File: config.mk
export PLATFORM = sky130hd
export DESIGN_NAME = serial_frame_tx
export DESIGN_NICKNAME = d
export VERILOG_FILES = /design/src/rtl/sftx_pkg.sv /design/src/rtl/sftx_buffer.sv /design/src/rtl/sftx_shifter.sv /design/src/rtl/serial_frame_tx.sv
export SDC_FILE = /design/constraint.sdc
export NUM_CORES = 1
export LEC_CHECK = 0
export BUFFER_PORTS_ARGS = -buffer_cell sky130_fd_sc_hd__buf_2
export CORE_MARGIN = 3
export CORE_UTILIZATION = 64
export DETAILED_ROUTE_END_ITERATION = 10
export GPL_TIMING_DRIVEN = 1
export PLACE_DENSITY_LB_ADDON = 0.05
export SLEW_MARGIN = 20
export SYNTH_ARGS = -nofsm -noshare
export SYNTH_HDL_FRONTEND = slang
export SYNTH_SLANG_ARGS = --single-unit
export TNS_END_PERCENT = 30
File: constraint.sdc
create_clock -name clk -period 4.5 [get_ports clk]
set_clock_uncertainty 0.1 [all_clocks]
set_input_delay 0.9 -clock clk [delete_from_list [all_inputs] [get_ports clk]]
set_output_delay 0.9 -clock clk [all_outputs]
set_load 0.005 [all_outputs]
File: src/rtl/sftx_pkg.sv
package sftx_pkg;

   typedef enum logic [2:0] {
      ST_IDLE  = 3'd0,
      ST_START = 3'd1,
      ST_DATA  = 3'd2,
      ST_PAR   = 3'd3,
      ST_STOP  = 3'd4
   } tx_state_e;

   typedef struct packed {
      logic [1:0] len_sel;
      logic       par_en;
      logic       par_odd;
      logic       stop_long;
   } frame_cfg_t;

endpackage

File: src/rtl/sftx_buffer.sv
module sftx_buffer #(
   parameter int WIDTH = 8,
   parameter int DEPTH = 16
) (
   input  logic             clk,
   input  logic             rst_n,
   input  logic             flush,
   input  logic             deep_mode,
   input  logic             push,
   input  logic [WIDTH-1:0] push_data,
   input  logic             pop,
   output logic [WIDTH-1:0] pop_data,
   output logic             empty,
   output logic             full
);
   localparam int AW = $clog2(DEPTH);
   localparam int CW = AW + 1;

   logic [WIDTH-1:0] slots [DEPTH];
   logic [AW-1:0]    wr_ptr, rd_ptr;
   logic [CW-1:0]    count, cap;
   logic             push_ok, pop_ok;

   assign cap     = deep_mode ? CW'(DEPTH) : CW'(1);
   assign full    = (count >= cap);
   assign empty   = (count == '0);
   assign push_ok = push && !full && !flush;
   assign pop_ok  = pop && !empty && !flush;

   generate
      for (genvar g = 0; g < DEPTH; g++) begin : g_slot
         always_ff @(posedge clk) begin
            if (push_ok && (wr_ptr == AW'(g))) slots[g] <= push_data;
         end
      end
   endgenerate

   assign pop_data = slots[rd_ptr];

   always_ff @(posedge clk or negedge rst_n) begin
      if (!rst_n) begin
         wr_ptr <= '0;
         rd_ptr <= '0;
         count  <= '0;
      end else if (flush) begin
         wr_ptr <= '0;
         rd_ptr <= '0;
         count  <= '0;
      end else begin
         if (push_ok) wr_ptr <= wr_ptr + 1'b1;
         if (pop_ok)  rd_ptr <= rd_ptr + 1'b1;
         case ({push_ok, pop_ok})
            2'b10:   count <= count + 1'b1;
            2'b01:   count <= count - 1'b1;
            default: count <= count;
         endcase
      end
   end

   // a write to a full buffer leaves the fill level unchanged
   a_r7_full_drop: assert property (@(posedge clk) disable iff (!rst_n)
      (push && full && !pop && !flush) |=> (count == $past(count)));

   // character mode never holds more than one entry
   a_r6_single_slot: assert property (@(posedge clk) disable iff (!rst_n)
      (!deep_mode && !$past(deep_mode)) |-> (count <= CW'(1)));

endmodule

File: src/rtl/sftx_shifter.sv
module sftx_shifter
   import sftx_pkg::*;
#(
   parameter int CHAR_W = 8,
   parameter int OVS    = 16
) (
   input  logic              clk,
   input  logic              rst_n,
   input  logic              tick,
   input  frame_cfg_t        cfg,
   input  logic              avail,
   input  logic [CHAR_W-1:0] data,
   output logic              take,
   output logic              line,
   output logic              idle
);
   localparam int IW = $clog2(CHAR_W);
   localparam int CW = $clog2(2 * OVS);

   tx_state_e         state;
   logic [CW-1:0]     cnt, stop_last, per_last, stop_last_n;
   logic [IW-1:0]     bit_idx, bits_last, bits_last_n;
   logic [CHAR_W-1:0] shreg, mask;
   logic              par_bit, par_en_q, at_end;

   always_comb begin
      bits_last_n = IW'(CHAR_W - 4) + IW'(cfg.len_sel);
      for (int i = 0; i < CHAR_W; i++) mask[i] = (IW'(i) <= bits_last_n);
      if (!cfg.stop_long)          stop_last_n = CW'(OVS - 1);
      else if (cfg.len_sel == 2'd0) stop_last_n = CW'(OVS + OVS / 2 - 1);
      else                         stop_last_n = CW'(2 * OVS - 1);
   end

   assign per_last = (state == ST_STOP) ? stop_last : CW'(OVS - 1);
   assign at_end   = (cnt == per_last);
   assign take     = (state == ST_IDLE) && avail;
   assign idle     = (state == ST_IDLE);

   always_ff @(posedge clk or negedge rst_n) begin
      if (!rst_n) begin
         state     <= ST_IDLE;
         cnt       <= '0;
         bit_idx   <= '0;
         bits_last <= '0;
         stop_last <= '0;
         shreg     <= '0;
         par_bit   <= 1'b0;
         par_en_q  <= 1'b0;
      end else if (state == ST_IDLE) begin
         if (avail) begin
            shreg     <= data;
            par_bit   <= (^(data & mask)) ^ cfg.par_odd;
            par_en_q  <= cfg.par_en;
            bits_last <= bits_last_n;
            stop_last <= stop_last_n;
            bit_idx   <= '0;
            cnt       <= '0;
            state     <= ST_START;
         end
      end else if (tick) begin
         if (!at_end) begin
            cnt <= cnt + 1'b1;
         end else begin
            cnt <= '0;
            case (state)
               ST_START: state <= ST_DATA;
               ST_DATA: begin
                  if (bit_idx == bits_last) begin
                     state <= par_en_q ? ST_PAR : ST_STOP;
                  end else begin
                     bit_idx <= bit_idx + 1'b1;
                     shreg   <= {1'b0, shreg[CHAR_W-1:1]};
                  end
               end
               ST_PAR:  state <= ST_STOP;
               default: state <= ST_IDLE;
            endcase
         end
      end
   end

   always_comb begin
      case (state)
         ST_START: line = 1'b0;
         ST_DATA:  line = shreg[0];
         ST_PAR:   line = par_bit;
         default:  line = 1'b1;
      endcase
   end

   // the data phase ends only after the last selected bit
   a_r1_bit_count: assert property (@(posedge clk) disable iff (!rst_n)
      ($past(state) == ST_DATA && state != ST_DATA) |-> ($past(bit_idx) == $past(bits_last)));

   // the stop period ends only when its latched length has elapsed
   a_r4_stop_len: assert property (@(posedge clk) disable iff (!rst_n)
      ($past(state) == ST_STOP && state == ST_IDLE) |-> ($past(cnt) == $past(stop_last)));

   // with no tick the frame does not move
   a_r5_hold: assert property (@(posedge clk) disable iff (!rst_n)
      (!tick && state != ST_IDLE) |=> ($stable(state) && $stable(cnt)));

endmodule

File: src/rtl/serial_frame_tx.sv
module serial_frame_tx
   import sftx_pkg::*;
#(
   parameter int CHAR_W     = 8,
   parameter int OVS        = 16,
   parameter int FIFO_DEPTH = 16
) (
   input  logic              clk,
   input  logic              rst_n,
   input  logic              tick_16x,
   input  logic [1:0]        cfg_len_sel,
   input  logic              cfg_par_en,
   input  logic              cfg_par_odd,
   input  logic              cfg_stop_long,
   input  logic              cfg_break,
   input  logic              cfg_fifo_mode,
   input  logic              wr_en,
   input  logic [CHAR_W-1:0] wr_data,
   output logic              txd,
   output logic              buf_empty,
   output logic              tx_idle
);
   generate
      if (CHAR_W != 8) begin : g_bad_width
         initial $error("serial_frame_tx: CHAR_W must be 8 for a 2-bit length select");
      end
      if (OVS < 2 || (OVS % 2) != 0) begin : g_bad_ovs
         initial $error("serial_frame_tx: OVS must be even and at least 2");
      end
      if (FIFO_DEPTH < 2 || (FIFO_DEPTH & (FIFO_DEPTH - 1)) != 0) begin : g_bad_depth
         initial $error("serial_frame_tx: FIFO_DEPTH must be a power of two, at least 2");
      end
   endgenerate

   frame_cfg_t        cfg;
   logic              mode_q, flush, sh_take, sh_line, sh_idle, buf_full;
   logic [CHAR_W-1:0] head;

   assign cfg = '{len_sel: cfg_len_sel, par_en: cfg_par_en, par_odd: cfg_par_odd,
                  stop_long: cfg_stop_long};

   always_ff @(posedge clk or negedge rst_n) begin
      if (!rst_n) mode_q <= 1'b0;
      else        mode_q <= cfg_fifo_mode;
   end
   assign flush = (cfg_fifo_mode != mode_q);

   sftx_buffer #(.WIDTH(CHAR_W), .DEPTH(FIFO_DEPTH)) u_buf (
      .clk       (clk),
      .rst_n     (rst_n),
      .flush     (flush),
      .deep_mode (cfg_fifo_mode),
      .push      (wr_en),
      .push_data (wr_data),
      .pop       (sh_take),
      .pop_data  (head),
      .empty     (buf_empty),
      .full      (buf_full)
   );

   sftx_shifter #(.CHAR_W(CHAR_W), .OVS(OVS)) u_shift (
      .clk   (clk),
      .rst_n (rst_n),
      .tick  (tick_16x),
      .cfg   (cfg),
      .avail (!buf_empty && !flush),
      .data  (head),
      .take  (sh_take),
      .line  (sh_line),
      .idle  (sh_idle)
   );

   assign txd     = cfg_break ? 1'b0 : sh_line;
   assign tx_idle = buf_empty && sh_idle;

   // an idle transmitter with break off keeps the line high
   a_r10_idle_high: assert property (@(posedge clk) disable iff (!rst_n)
      (tx_idle && !cfg_break) |-> txd);

   // a mode change leaves the buffer empty one edge later
   a_r8_flush: assert property (@(posedge clk) disable iff (!rst_n)
      (cfg_fifo_mode != mode_q) |=> buf_empty);

   // a full buffer reports not empty
   a_r7_full_nonempty: assert property (@(posedge clk) disable iff (!rst_n)
      buf_full |-> !buf_empty);

endmodule

==> impl_results.md <==
- Buf/Inv on CP: 1
- Sequential share of the synthesized area: 66.1%
- Post_cts resized: 0
- Slew Limit Fails: 0
- Crit path top cell by count: xnor3_1
- First DRT Iteration DRCs: 417
- Slowest cell delay on critical path: 0.83 ns
- Die width: 113 um
- Share of cells above drive strength 1: 13.2%
- Row count: 38
- Vias: 4260
- DRT Wirelength: 14.2 mm
- Fmax: 304 MHz
- Slew @ Worst Pin: 0.992 ns
- Req. time, crit path: 4.69 ns
- Clock sinks: 168
- Initial antenna violation count: 0
- Worst r2r path cells: 9
- Worst path cell trace: buf_12 > mux2i_1 > a221oi_1 > o21a_1 > a221oi_2 > xnor3_1 > xnor3_1 > xor2_1 > o21ai_1
- Hold WC Path Type: flip-flop to flip-flop
- Buffers on Ports: 21
- Async S/R FF share, synth: 23.8%
- CTS max path bufs: 2
- Top_reg_cell synth: edfxtp_1
- Post-CTS setup repair buffer count: 0
- Fin area: 8050 sq um
- Num CTS Buffers: 17
- CP endpoint kind: flip-flop
- Final #Nets: 565
- Die Y: 113 um
- Syn_area_per_cell: 14.4 sq um
- GP Congestion: 0.779
- Number of synthesized flops with an enable pin: 128
- Leak Pwr: 2.90 nW
- Layout overhead on the synthesized area: 9.82%
- Slowest-stage cell, CP: dfrtp_2
- GR Overflow Total: 0
- Filler cells: 711
- Routed Antenna Nets: 0
- DP Worst Slack: 0.790 ns
- Initial Util: 66.4%
- Crit Path Class: flip-flop to flip-flop
- Drt via density: 6.21
- Vias in the first global route: 4304
- Final hold vios: 0
- H-tree depth: 4
- Clk_lat worst skew: 0.42 ns
- Total power: 3.46 mW
- Max_cap viols: 0
- Clock slew at reported path FFs: 0.06 ns
- Largest net degree at the start of global routing: 41
- FF+latch count, synth: 168
- Crit path from: u_buf.rd_ptr[0]$_DFFE_PN0P_
- Residual DRC: 0
- CTS Hold Bufs: 0
- Pwr Density: 430 nW/um^2
- Largest fanout on the critical path: 31
- Placed instance area: 7520 sq um
- Arrival time of the worst setup path: 3.49 ns
- Net count after synthesis: 542
- Core area: 11000 sq um
- Startpoint types: flip-flop
- Ports: 22
- Slew margin rel.: 33.4%
- Levels on crit path: 9
- RSZ-0062 raised after global routing: no
- 1st-pass router iterations: 5
- RR Endpoint: u_shift.par_bit$_DFFE_PN0N_
- Die area: 12800 sq um
- WL/cell: 20.7 um
- CTS tree: done
- CP delay by family, top: XOR/XNOR gates
- Max VDD drop: 356 uV
- Fin worst setup slack: 1.21 ns
- Setup crit end: u_shift.par_bit$_DFFE_PN0N_
- Setup TNS: 0 ns
- Final Util: 72.9%
- Synthesized cell area: 7330 sq um
- Placed wire-length estimate: 9.42 mm
- Status: finished clean
- CTS root buffer: clkbuf_16
- Post-Synthesis Cells: 510
- Cell variety after synth: 48
- GRT Util Overall: 24.3%
- R2r startpoint: u_buf.rd_ptr[0]$_DFFE_PN0P_
- Antenna diode count: 0
- Period utilization: 73.2%
- First-pass GRT wire length: 23.4 mm
- R2R Setup Slk: 1.21 ns
- Final-report setup violation count: 0
- Min Tclk post-route: 3.29 ns
- Synth warn: 0
==> area by class of cell <==
| type | instances | area [sq um] | area share (%) |
|---|---|---|---|
| multi-input cells | 308 | 2290 | 28.5 |
| inverters | 11 | 41.3 | 0.513 |
| well taps | 140 | 175 | 2.18 |
| clock buffers | 19 | 433 | 5.38 |
| clock inverters | 13 | 97.6 | 1.21 |
| flip-flops and latches | 168 | 4850 | 60.2 |
| repair buffers | 27 | 163 | 2.02 |
==> sequential cells by signal, summed over array words and instances (netlist names), 4 cells and up <==
| register | cells |
|---|---|
| u_buf.slots | 128 |
| u_shift.shreg | 8 |
| u_buf.count | 5 |
| u_shift.cnt | 5 |
| u_buf.rd_ptr | 4 |
| u_buf.wr_ptr | 4 |
==> layout by cell type, fill, tap and decap left out, drive strengths merged, types with 2 or more instances in the layout <==
master,count
mux4,16
nand2b,4
a21oi,18
and2,18
clkbuf,19
clkinvlp,5
a21o,6
nor2,48
nor3,9
dfrtp,40
nand2,39
inv,14
xnor3,2
or3,4
o31ai,3
nand4,2
a22oi,8
o21ai,22
clkinv,5
a221oi,17
xor2,11
buf,27
nor2b,5
xnor2,8
edfxtp,128
nand3,7
nor4,2
mux2i,33
ha,12
==> worst min path at each step <==
stage / start / end / slack [ns] / cells past startpoint
6_report: u_shift.par_bit$_DFFE_PN0N_ / u_shift.par_bit$_DFFE_PN0N_ / 0.40 / 2
3_5_place_dp: u_shift.par_bit$_DFFE_PN0N_ / u_shift.par_bit$_DFFE_PN0N_ / 0.38 / 2
2_1_floorplan: u_shift.shreg[7]$_DFFE_PN0P_ / u_shift.shreg[7]$_DFFE_PN0P_ / 0.35 / 1
4_1_cts: u_shift.par_bit$_DFFE_PN0N_ / u_shift.par_bit$_DFFE_PN0N_ / 0.40 / 2
3_3_place_gp: u_shift.shreg[7]$_DFFE_PN0P_ / u_shift.shreg[7]$_DFFE_PN0P_ / 0.36 / 1
5_1_grt: u_shift.par_bit$_DFFE_PN0N_ / u_shift.par_bit$_DFFE_PN0N_ / 0.43 / 2
==> synth_stat cells, types with 10 or more instances <==
cell	instances	area share (%)
nor2_1	48	2.5
a221oi_1	16	1.9
and2_1	18	1.5
ha_1	12	2.0
mux2i_1	33	4.5
nand2_1	39	2.0
xor2_1	11	1.3
mux4_2	14	4.3
edfxtp_1	128	52
dfrtp_1	40	14
a21oi_1	18	1.2
o21ai_0	21	1.4
inv_1	10	0.51
==> worst reg2reg max path, delay by kind of cell, from the launching register on <==
family          cells  cell delay (ns)
xor+xnor            3             0.93
flops               1             0.83
compound gates      4             0.75
buf+inv             1             0.33
mux                 1             0.23
==> routing by layer <==
layer	GRT usage (%)	up-vias	routed length [um]
li1	-	1968	-
met1	35.5	2157	6430
met2	37.5	123	6850
met3	5.88	12	805
met4	6.41	0	144
met5	0	-	0
==> power by group <==
part | internal [mW] | total (mW) | switching (mW)
Clock | 0.709 | 1.30 | 0.594
Sequential | 1.75 | 1.83 | 0.0822
Combinational | 0.141 | 0.324 | 0.183
Total | 2.60 | 3.46 | 0.859
==> metrics by stage <==
stage | cells | hold WS (ns)
floorplan | 510 | 0.350
global placement | 654 | 0.362
detailed placement | 654 | 0.382
CTS | 686 | 0.404
global route | 686 | 0.425
finish | 686 | 0.400
==> kinds of logic after synthesis <==
family / share of synthesized area [%]
flops: 66.1
simple gates: 9.15
compound gates: 7.38
mux: 9.53
buf+inv: 2.61
xor+xnor: 2.89
fa+ha+maj: 2.32
(Power assumes the default switching activity.)
